$ cat config.mk
export PLATFORM = sky130hd
export DESIGN_NAME = fg_pole_div
export DESIGN_NICKNAME = d
export VERILOG_FILES = /design/src/rtl/fg_div_pkg.sv /design/src/rtl/fg_div_ctrl.sv /design/src/rtl/fg_div_dp.sv /design/src/rtl/fg_pole_div.sv
export SDC_FILE = /design/constraint.sdc
export NUM_CORES = 1
export LEC_CHECK = 0
export BUFFER_PORTS_ARGS = -buffer_cell sky130_fd_sc_hd__buf_2
export CAP_MARGIN = 20
export CORE_AREA = 2 2 39 41
export DETAILED_ROUTE_END_ITERATION = 7
export DIE_AREA = 0 0 41 43
export HOLD_SLACK_MARGIN = 0.03
export MAX_ROUTING_LAYER = met4
export SYNTH_ARGS = -nofsm -noshare
export SYNTH_HDL_FRONTEND = slang
export SYNTH_SLANG_ARGS = --single-unit
$ cat constraint.sdc
create_clock -name clk -period 2.5 [get_ports clk]
set_input_delay 0.5 -clock clk [delete_from_list [all_inputs] [get_ports clk]]
set_output_delay 0.5 -clock clk [all_outputs]
set_load 0.05 [all_outputs]
$ cat src/rtl/fg_div_pkg.sv
package fg_div_pkg;

  localparam int SelW = 2;
  localparam int PosW = 3;

  typedef enum logic [SelW-1:0] {
    POLE4  = 2'b00,
    POLE6  = 2'b01,
    POLE8  = 2'b10,
    POLE12 = 2'b11
  } poleSel_e;

  // strobes from control to datapath
  typedef struct packed {
    logic clear;    // stopped: force low, reset position
    logic restart;  // strobe at position zero: rising edge
    logic step;     // strobe elsewhere in the period
  } fgCtrl_t;

  // shape of one period, counted in half-cycle strobes
  typedef struct packed {
    logic [PosW-1:0] lastPos;
    logic [PosW-1:0] highLen;
  } fgShape_t;

  function automatic fgShape_t shapeOf(poleSel_e sel);
    fgShape_t s;
    case (sel)
      POLE4:   begin s.lastPos = PosW'(1); s.highLen = PosW'(1); end
      POLE6:   begin s.lastPos = PosW'(2); s.highLen = PosW'(2); end
      POLE8:   begin s.lastPos = PosW'(3); s.highLen = PosW'(2); end
      default: begin s.lastPos = PosW'(5); s.highLen = PosW'(3); end
    endcase
    return s;
  endfunction

endpackage

$ cat src/rtl/fg_div_ctrl.sv
module fg_div_ctrl
  import fg_div_pkg::*;
(
  input  logic            clk,
  input  logic            rstN,
  input  logic            runEn,
  input  logic            halfStrobe,
  input  logic [SelW-1:0] poleCfg,
  input  logic            phaseZero,
  output fgCtrl_t         ctrl,
  output fgShape_t        shape
);

  poleSel_e activeSel;

  always_comb begin
    ctrl.clear   = !runEn;
    ctrl.restart = runEn && halfStrobe && phaseZero;
    ctrl.step    = runEn && halfStrobe && !phaseZero;
  end

  // the selection is adopted only when a new pulse begins
  always_ff @(posedge clk) begin
    if (!rstN)
      activeSel <= POLE4;
    else if (ctrl.restart)
      activeSel <= poleSel_e'(poleCfg);
  end

  assign shape = shapeOf(activeSel);

endmodule

$ cat src/rtl/fg_div_dp.sv
module fg_div_dp
  import fg_div_pkg::*;
(
  input  logic     clk,
  input  logic     rstN,
  input  fgCtrl_t  ctrl,
  input  fgShape_t shape,
  output logic     phaseZero,
  output logic     fgOut,
  output logic     fgRise
);

  logic [PosW-1:0] pos;

  assign phaseZero = (pos == '0);

  always_ff @(posedge clk) begin
    if (!rstN || ctrl.clear) begin
      pos    <= '0;
      fgOut  <= 1'b0;
      fgRise <= 1'b0;
    end else if (ctrl.restart) begin
      pos    <= PosW'(1);
      fgOut  <= 1'b1;
      fgRise <= 1'b1;
    end else if (ctrl.step) begin
      fgOut  <= (pos < shape.highLen);
      pos    <= (pos == shape.lastPos) ? '0 : PosW'(pos + 1'b1);
      fgRise <= 1'b0;
    end else begin
      fgRise <= 1'b0;
    end
  end

endmodule

$ cat src/rtl/fg_pole_div.sv
module fg_pole_div
  import fg_div_pkg::*;
(
  input  logic            clk,
  input  logic            rstN,
  input  logic            runEn,
  input  logic            halfStrobe,
  input  logic [SelW-1:0] poleCfg,
  output logic            fgOut,
  output logic            fgRise
);

  fgCtrl_t  ctrl;
  fgShape_t shape;
  logic     phaseZero;

  fg_div_ctrl u_ctrl (
    .clk        (clk),
    .rstN       (rstN),
    .runEn      (runEn),
    .halfStrobe (halfStrobe),
    .poleCfg    (poleCfg),
    .phaseZero  (phaseZero),
    .ctrl       (ctrl),
    .shape      (shape)
  );

  fg_div_dp u_dp (
    .clk       (clk),
    .rstN      (rstN),
    .ctrl      (ctrl),
    .shape     (shape),
    .phaseZero (phaseZero),
    .fgOut     (fgOut),
    .fgRise    (fgRise)
  );

endmodule

==> results.sh, run 1 <==
export IMPL_synthToLayoutAreaGrowth_pct=19.40
export IMPL_drive_above_1_share_pct=18.97
export IMPL_synth_compound_area_share_pct=8.060
export IMPL_vias=357
export IMPL_wire_per_inst_um=9.676
export IMPL_final_setup_tns_ns=0
export IMPL_cts_buffer_depth=2
export IMPL_slew_viol_final=0
export IMPL_worstPathRequired_ns=2.62
export IMPL_grt_max_degree=8
export IMPL_min_period_ns=1.726
export IMPL_synth_edf_count=0
export IMPL_utilization_pct=36.17
export IMPL_finalClockSkew_ns=0.005258
export IMPL_vdd_drop_max_mv=0.3150
export IMPL_die_area_um2=1763
export IMPL_die_w_um=41
export IMPL_io_buffers=7
export IMPL_synth_most_common_cell="dfxtp_1"
export IMPL_wirelength_um=716
export IMPL_crit_arrival_ns=1.85
export IMPL_p_clk_share_pct=39.2
export IMPL_synth_area_leaders="dfxtp_1 (33%), ha_1 (18%), mux2i_1 (7.2%)"
export IMPL_ys_ff_latch=7
export IMPL_synth_cell_types=20
export IMPL_tightest_slew_ns=0.3959
export IMPL_mappedNetlistArea_um2=419.2
export IMPL_drv_cap=0
export IMPL_grt_pass1_wl_mm=1.269
export IMPL_comb_power_share_pct=14.3
export IMPL_seqPwrFrac_pct=46.5
export IMPL_total_power_mw=0.2555
export IMPL_rsz0062_at_grt="no"
export IMPL_synth_warning_count=0
export IMPL_synth_top_family_by_area="simple AND/OR/NAND/NOR gates"
export IMPL_yosysTopAreaCell="dfxtp_1"
export IMPL_final_hold_viol_count=0
export IMPL_async_flop_share_pct=0
export IMPL_dp_hpwl_um=614.9
export IMPL_slowest_delay_ns=0.42
export IMPL_gp_congestion=0.7954
export IMPL_synth_top_cell_area_share_pct=33.43
export IMPL_switchingPower_mw=0.06472
export IMPL_hold_buffers=0
export IMPL_clock_root_buffer="clkbuf_4"
export IMPL_track_usage_pct=11.27
export IMPL_critPathBufInv=1
export IMPL_relSlewSlack_pct=73.55
export IMPL_fillers=157
export IMPL_fp_dieH_um=43
export IMPL_path_max_fanout=6
export IMPL_firstDrtPassIters=4
export IMPL_synthAdderAreaFrac_pct=17.91
export IMPL_path_clk_slew_ns=0.05
export IMPL_cts_sinks=7
export IMPL_p_int_mw=0.1908
export IMPL_switching_share_pct=25.33
export IMPL_drt_vias_per_instance=4.824
export IMPL_yosys_area_share_simple_pct=23.88
export IMPL_h_tree_depth=1
export IMPL_core_area_um2=1384
export IMPL_power_leakage_nw=0.2372
export IMPL_dpl_instance_area_um2=474.2
export IMPL_synthFlopType="dfxtp_1"
export IMPL_post_place_cells=70
export IMPL_setup_viol=0
export IMPL_status="finished, final reports clean"
export IMPL_start_util_pct=30.29
export IMPL_worstSetupEndpointType="flop"
export IMPL_grt_ovfl_total=0
export IMPL_antennaDiodeCount=0
export IMPL_synth_xor_area_share_pct=4.179
export IMPL_cts_tree="yes"
export IMPL_row_count=14
export IMPL_drtIter0Drc=4
export IMPL_finalCritPeriodShare_pct=69.05
export IMPL_crit_slowest_cell="dfxtp_1"
export IMPL_synth_avg_cell_area_um2=8.918
export IMPL_synth_cells=47
export IMPL_drc_errors=0
export IMPL_layout_cells_non_filler=74
export IMPL_cts_resized=0
export IMPL_syn_num_nets=59
export IMPL_timing_fmax_ghz=0.5793
export IMPL_power_density_nw_per_um2=510.6
export IMPL_startpoint_type="flop"
export IMPL_crit_chain="inv_1 -> ha_1 -> or3_1 -> a2111oi_2 -> nor4b_1"
export IMPL_synth_common_cells="dfxtp_1 (7), ha_1 (6), inv_1 (6)"
export IMPL_antenna_found_initial=0
export IMPL_finalNetCount=71
export IMPL_ant_nets=0
export IMPL_clk_latency_ns=0.25
export IMPL_synthMuxAreaShare_pct=7.164
export IMPL_grt_pass1_vias=323
export IMPL_crit_family="simple AND/OR/NAND/NOR gates"
export IMPL_crit_type="reg2reg"
export IMPL_pin_count=8
export IMPL_hold_class="reg2reg"
export IMPL_finish_instance_area_um2=500.5
export IMPL_seq_area_frac_synth_pct=33.43
export IMPL_post_cts_buffers=0
export IMPL_cts_buffers=3
stage by stage:
stage          hold slack, ns  setup slack, ns
2_1_floorplan          0.4905           0.8813
3_3_place_gp           0.4702           0.7894
3_5_place_dp           0.4783           0.7757
4_1_cts                0.4832           0.7655
5_1_grt                0.4982           0.6403
6_report               0.4788           0.7738
final cells by class:
class | instances | area (um^2) | area share [%]
multi-input cells | 34 | 256.5 | 51.25
flip-flops and latches | 7 | 140.1 | 28.00
repair buffers | 7 | 35.03 | 7.000
clock buffers | 4 | 26.28 | 5.250
inverters | 6 | 22.52 | 4.500
well taps | 16 | 20.02 | 4.000
registers in the layout, summed over array words and instances, names as in the netlist:
name	count
u_ctrl.activeSel	2
u_dp.fgOut	1
u_dp.fgRise	1
u_dp.pos	3
worst register-to-register path: cells and delay by family, from the launching register on:
family / cells / cell delay [ns]
AND/OR/NAND/NOR: 2 / 0.47
buffers and inverters: 1 / 0.07
flip-flops: 1 / 0.42
AO/OA/AOI/OAI: 1 / 0.41
adder cells (fa/ha/maj): 1 / 0.23
power groups by stage:
stage	Clock [mW]	Sequential [mW]	Combinational, mW
detailed placement	0	0.121	0.0372
finish	0.100	0.119	0.0365
global placement	0	0.121	0.0373
global route	0.114	0.119	0.0418
CTS	0.106	0.119	0.0373
floorplan	0	0.126	0.0200
cell usage in the layout (no fill, tap or decap):
cell type  instances
buf_2              7
dfxtp_1            7
inv_1              6
ha_1               6
nand2_1            5
nor2_1             5
mux2i_1            3
clkbuf_4           3
nand4_1            2
nand2b_1           1
or3_1              1
xnor2_1            1
xor2_1             1
a2111oi_2          1
a211oi_1           1
nand4b_1           1
nor4b_1            1
nand3_1            1
nor3_1             1
o21ai_0            1
or4b_1             1
a31oi_1            1
clkbuf_1           1
worst paths after layout:
kind / start / to / slack, ns / cells after the start
worst min-delay path: u_dp.fgOut$_SDFFE_PP0P_ / u_dp.fgOut$_SDFFE_PP0P_ / 0.48 / 2
worst min register to register: u_dp.fgOut$_SDFFE_PP0P_ / u_dp.fgOut$_SDFFE_PP0P_ / 0.48 / 2
worst max-delay path: u_dp.pos[0]$_SDFFE_PP0P_ / u_dp.pos[0]$_SDFFE_PP0P_ / 0.77 / 5
worst max register to register: u_dp.pos[0]$_SDFFE_PP0P_ / u_dp.pos[0]$_SDFFE_PP0P_ / 0.77 / 5
cells by family after synthesis:
family	Yosys count
buffers and inverters	6
and+or+nand+nor	19
xor gates and xnor gates	2
muxes	3
DFF	7
AOI/OAI and AO/OA	4
adders and majority gates	6
layer usage:
layer | track usage [%] | wire [um] | share of wire [%] | up-vias
met1 | 13.40 | 322 | 45 | 162
met3 | 6.283 | 58 | 8.1 | 0
met5 | - | 0 | 0 | -
li1 | - | - | - | 186
met4 | 2.000 | 0 | 0 | 0
met2 | 16.56 | 334 | 47 | 9
(Power assumes the default switching activity.)
==> run 2, diff against run 1 <==
- clock period: 2.5 -> 1.7 ns (I/O delays scaled with it)
==> run 2 against run 1 <==
Effect of this change: hold slack got worse by 0.15 ns; fmax rose by 7.5%; clock-buffer cell count did not move; global-route usage rose by 1.2 points; sequential power rose by 46%; final area rose by 5.5%; critical path type unchanged; largest power group unchanged.
==> results.sh, run 2 (synthesized netlist as in run 1, its figures left out) <==
export IMPL_status="finished, final reports clean"
export IMPL_path_max_fanout=4
export IMPL_synthToLayoutAreaGrowth_pct=25.97
export IMPL_switching_share_pct=25.41
export IMPL_drv_cap=0
export IMPL_switchingPower_mw=0.09702
export IMPL_seqPwrFrac_pct=45.6
export IMPL_power_density_nw_per_um2=723.0
export IMPL_finalNetCount=74
export IMPL_finalCritPeriodShare_pct=94.44
export IMPL_cts_resized=0
export IMPL_worstPathRequired_ns=1.87
export IMPL_track_usage_pct=12.49
export IMPL_path_clk_slew_ns=0.05
export IMPL_comb_power_share_pct=15.9
export IMPL_pin_count=8
export IMPL_layout_common_cells="buf_2 (7), inv_1 (6)"
export IMPL_setup_ws_ns=0.09453
export IMPL_crit_type="reg2reg"
export IMPL_largest_register="u_dp.pos"
export IMPL_utilization_pct=38.16
export IMPL_reg_top3="u_dp.pos x3, u_ctrl.activeSel x2"
export IMPL_drtIter0Drc=10
export IMPL_power_leakage_nw=0.2521
export IMPL_tightest_slew_ns=0.4049
export IMPL_vdd_drop_max_mv=0.4553
export IMPL_hold_buffers=0
export IMPL_clk_latency_ns=0.25
export IMPL_dpl_instance_area_um2=496.7
export IMPL_cts_sinks=7
export IMPL_r2r_end="u_dp.fgOut$_SDFFE_PP0P_"
export IMPL_io_buffers=7
export IMPL_vias=371
export IMPL_post_place_ws_ns=0.04554
export IMPL_final_hold_viol_count=0
export IMPL_final_setup_tns_ns=0
export IMPL_finalClockSkew_ns=0.0005150
export IMPL_startpoint_type="flop"
export IMPL_min_period_ns=1.605
export IMPL_antenna_found_initial=0
export IMPL_grt_max_degree=8
export IMPL_h_tree_depth=1
export IMPL_die_area_um2=1763
export IMPL_fp_dieH_um=43
export IMPL_min_path_cells=3
export IMPL_slew_viol_final=0
export IMPL_ff2ff_path_depth=6
export IMPL_grt_pass1_wl_mm=1.407
export IMPL_r2r_slack_ns=0.09
export IMPL_dp_hpwl_um=656.1
export IMPL_finish_instance_area_um2=528.0
export IMPL_wirelength_um=839
export IMPL_setup_viol=0
export IMPL_ant_nets=0
export IMPL_rsz0062_at_grt="no"
export IMPL_r2r_start="u_ctrl.activeSel[0]$_SDFFE_PN0P_"
export IMPL_timing_fmax_ghz=0.6229
export IMPL_wire_per_inst_um=10.90
export IMPL_p_int_mw=0.2848
export IMPL_drive_above_1_share_pct=27.87
export IMPL_grt_pass1_vias=347
export IMPL_relSlewSlack_pct=72.95
export IMPL_post_cts_buffers=0
export IMPL_row_count=14
export IMPL_cts_buffers=3
export IMPL_core_area_um2=1384
export IMPL_hold_class="in2reg"
export IMPL_layout_commonest_cell="buf_2"
export IMPL_drt_vias_per_instance=4.818
export IMPL_grt_ovfl_total=0
export IMPL_cts_buffer_depth=2
export IMPL_start_util_pct=30.29
export IMPL_antennaDiodeCount=0
export IMPL_gp_congestion=0.7500
export IMPL_die_w_um=41
export IMPL_crit_arrival_ns=1.78
export IMPL_holdPathEnd="u_ctrl.activeSel[0]$_SDFFE_PN0P_"
export IMPL_largest_reg_flops=3
export IMPL_hold_start="poleCfg[0]"
export IMPL_clock_root_buffer="clkbuf_4"
export IMPL_drc_errors=0
export IMPL_firstDrtPassIters=4
export IMPL_cts_tree="yes"
export IMPL_p_clk_share_pct=38.5
export IMPL_worstSetupEndpointType="flop"
==> run 2: area by class of cell <==
type | count | area, um^2
Inverter | 6 | 22.52
Multi-Input combinational cell | 34 | 259.0
Sequential cell | 7 | 142.6
Clock buffer | 4 | 26.28
Timing Repair Buffer | 10 | 57.56
Fill cell | 147 | 855.8
Tap cell | 16 | 20.02
==> run 2: layer usage <==
layer	share of wire [%]	track usage, %	up-vias
met5	0	-	-
met4	0	3.333	0
met3	7.7	8.377	0
met2	45	15.94	12
met1	47	15.91	170
li1	-	-	189
==> run 2: power groups by stage <==
stage	sequential, mW	combinational [mW]	clock, mW
2_1_floorplan	0.185	0.0294	0
3_3_place_gp	0.177	0.0583	0
3_5_place_dp	0.177	0.0597	0
4_1_cts	0.174	0.0601	0.156
5_1_grt	0.175	0.0689	0.168
6_report	0.174	0.0606	0.147
==> run 2: worst max-delay path, cell delays in order (launching register included) <==
cell and delay [ns]:
dfxtp_2 0.35, inv_1 0.05, ha_2 0.18, ha_1 0.26, o21ai_0 0.06, or4b_1 0.45
a31oi_1 0.18
==> run 2: per-stage QoR <==
stage          power [mW]  hold slack (ns)  std cells
2_1_floorplan      0.2146           0.4839         47
3_3_place_gp       0.2350           0.4706         73
3_5_place_dp       0.2368           0.4907         73
4_1_cts            0.3896           0.3226         77
5_1_grt            0.4111           0.3533         77
6_report           0.3818           0.3286         77
==> run 2: worst max-delay path by stage <==
| stage | startpoint | to | slack [ns] | depth (start not counted) |
|---|---|---|---|---|
| after floorplan | u_dp.pos[0]$_SDFFE_PP0P_ | u_dp.pos[0]$_SDFFE_PP0P_ | 0.08 | 5 |
| after global placement | u_ctrl.activeSel[0]$_SDFFE_PN0P_ | u_dp.fgOut$_SDFFE_PP0P_ | 0.09 | 6 |
| after detailed placement | u_ctrl.activeSel[0]$_SDFFE_PN0P_ | u_dp.fgOut$_SDFFE_PP0P_ | 0.05 | 6 |
| after CTS | u_ctrl.activeSel[0]$_SDFFE_PN0P_ | u_dp.fgOut$_SDFFE_PP0P_ | 0.03 | 6 |
| after global routing | u_dp.pos[1]$_SDFFE_PP0P_ | u_dp.pos[2]$_SDFFE_PP0P_ | 0.01 | 5 |
| final | u_ctrl.activeSel[0]$_SDFFE_PN0P_ | u_dp.fgOut$_SDFFE_PP0P_ | 0.09 | 6 |
==> run 3, diff against run 2 <==
- RECOVER_POWER: unset -> 25
==> run 3 against run 2 <==
Effect of this change: clock-buffer cell count did not move; register-to-register slack barely moved; power fell by 0.28%; wire length rose by 0.36%; core utilization fell by 0.36 points; non-clock buffer count did not move; critical path depth did not move; hold slack did not move; sequential share of layout area rose by 0.26 points; clock power barely moved.
==> results.sh, run 3 (synthesized netlist as in run 1, its figures left out) <==
export IMPL_h_tree_depth=1
export IMPL_r2r_end="u_dp.fgOut$_SDFFE_PP0P_"
export IMPL_grt_pass1_wl_mm=1.407
export IMPL_drv_cap=0
export IMPL_final_setup_tns_ns=0
export IMPL_core_area_um2=1384
export IMPL_grt_ovfl_total=0
export IMPL_path_clk_slew_ns=0.05
export IMPL_finalCritPeriodShare_pct=94.43
export IMPL_multi_input_area_um2=259.0
export IMPL_firstDrtPassIters=4
export IMPL_die_area_um2=1763
export IMPL_slew_viol_final=0
export IMPL_drtIter0Drc=10
export IMPL_status="finished, final reports clean"
export IMPL_io_buffers=7
export IMPL_reg_top3="u_dp.pos x3, u_ctrl.activeSel x2"
export IMPL_hold_buffers=0
export IMPL_antenna_found_initial=0
export IMPL_synthToLayoutAreaGrowth_pct=24.78
export IMPL_cts_buffers=3
export IMPL_hold_class="in2reg"
export IMPL_finish_instance_area_um2=523.0
export IMPL_tightest_slew_ns=0.5843
export IMPL_cts_tree="yes"
export IMPL_start_util_pct=30.29
export IMPL_relSlewSlack_pct=61.21
export IMPL_r2r_start="u_ctrl.activeSel[0]$_SDFFE_PN0P_"
export IMPL_holdPathEnd="u_ctrl.activeSel[0]$_SDFFE_PN0P_"
export IMPL_worstSetupEndpointType="flop"
export IMPL_row_count=14
export IMPL_path_max_fanout=4
export IMPL_post_cts_buffers=0
export IMPL_grt_max_degree=8
export IMPL_min_period_ns=1.605
export IMPL_pin_count=8
export IMPL_rsz0062_at_grt="no"
export IMPL_clock_root_buffer="clkbuf_4"
export IMPL_vdd_drop_max_mv=0.4551
export IMPL_finalNetCount=74
export IMPL_drive_above_1_share_pct=24.59
export IMPL_drc_errors=0
export IMPL_dpl_instance_area_um2=496.7
export IMPL_layout_common_cells="inv_1 (6), buf_2 (6)"
export IMPL_fp_dieH_um=43
export IMPL_largest_reg_flops=3
export IMPL_hold_start="poleCfg[0]"
export IMPL_grt_pass1_vias=347
export IMPL_power_leakage_nw=0.2449
export IMPL_timing_fmax_ghz=0.6230
export IMPL_die_w_um=41
export IMPL_whs_ns=0.3286
export IMPL_drt_vias_per_instance=4.779
export IMPL_ff2ff_path_depth=6
export IMPL_finalClockSkew_ns=0.0005150
export IMPL_r2r_slack_ns=0.09
export IMPL_post_place_cells=73
export IMPL_crit_arrival_ns=1.78
export IMPL_vias=368
export IMPL_track_usage_pct=12.49
export IMPL_setup_viol=0
export IMPL_seq_area_um2=142.6
export IMPL_wirelength_um=842
export IMPL_gp_congestion=0.7500
export IMPL_worstPathRequired_ns=1.87
export IMPL_layout_cells_non_filler=77
export IMPL_cts_buffer_depth=2
export IMPL_startpoint_type="flop"
export IMPL_clk_latency_ns=0.25
export IMPL_cts_sinks=7
export IMPL_crit_type="reg2reg"
export IMPL_ant_nets=0
export IMPL_fillers=150
export IMPL_power_density_nw_per_um2=727.9
export IMPL_final_hold_viol_count=0
export IMPL_largest_register="u_dp.pos"
export IMPL_utilization_pct=37.79
export IMPL_min_path_cells=3
export IMPL_cts_resized=0
export IMPL_wire_per_inst_um=10.94
export IMPL_antennaDiodeCount=0
export IMPL_dp_hpwl_um=656.1
## run 3: cell types whose count changed in the layout (fill, tap and decap cells not counted), sizes merged
cell | before | now
buf | 10 | 8
clkbuf | 4 | 6
## run 3: worst max path at each step
stage                                     start                  endpoint  slack (ns)  cells past startpoint
2_1_floorplan          u_dp.pos[0]$_SDFFE_PP0P_  u_dp.pos[0]$_SDFFE_PP0P_        0.08                      5
3_3_place_gp   u_ctrl.activeSel[0]$_SDFFE_PN0P_   u_dp.fgOut$_SDFFE_PP0P_        0.09                      6
3_5_place_dp   u_ctrl.activeSel[0]$_SDFFE_PN0P_   u_dp.fgOut$_SDFFE_PP0P_        0.05                      6
4_1_cts        u_ctrl.activeSel[0]$_SDFFE_PN0P_   u_dp.fgOut$_SDFFE_PP0P_        0.03                      6
5_1_grt                u_dp.pos[1]$_SDFFE_PP0P_  u_dp.pos[2]$_SDFFE_PP0P_        0.01                      5
6_report       u_ctrl.activeSel[0]$_SDFFE_PN0P_   u_dp.fgOut$_SDFFE_PP0P_        0.09                      6
## run 3: where the power goes
group	internal, mW	leakage (nW)	switching [mW]
Combinational	0.0235	0.172	0.0360
Sequential	0.171	0.0579	0.00350
Clock	0.0893	0.0150	0.0577
## run 3: worst max-delay path: stages (launching register included)
cell	delay (ns)
dfxtp_2	0.35
inv_1	0.05
ha_2	0.18
ha_1	0.26
o21ai_0	0.06
or4b_1	0.45
a31oi_1	0.18
## run 3: area by class of cell
type,count,share of cell area [%]
well taps,16,3.828
clock buffers,4,5.024
flip-flops and latches,7,27.27
inverters,6,4.306
multi-input cells,34,49.52
repair buffers,10,10.05
## run 3: metal layers
layer,vias up,global-route usage (%),part of all wire (%)
li1,189,-,-
met1,167,15.91,48
met2,12,15.94,45
met3,0,8.377,6.9
met4,0,3.333,0
met5,-,-,0
## run 3: per-stage QoR
step | power, mW | setup WS, ns
2_1_floorplan | 0.2146 | 0.08129
3_3_place_gp | 0.2350 | 0.08511
3_5_place_dp | 0.2368 | 0.04554
4_1_cts | 0.3896 | 0.02873
5_1_grt | 0.4099 | 0.01252
6_report | 0.3807 | 0.09476
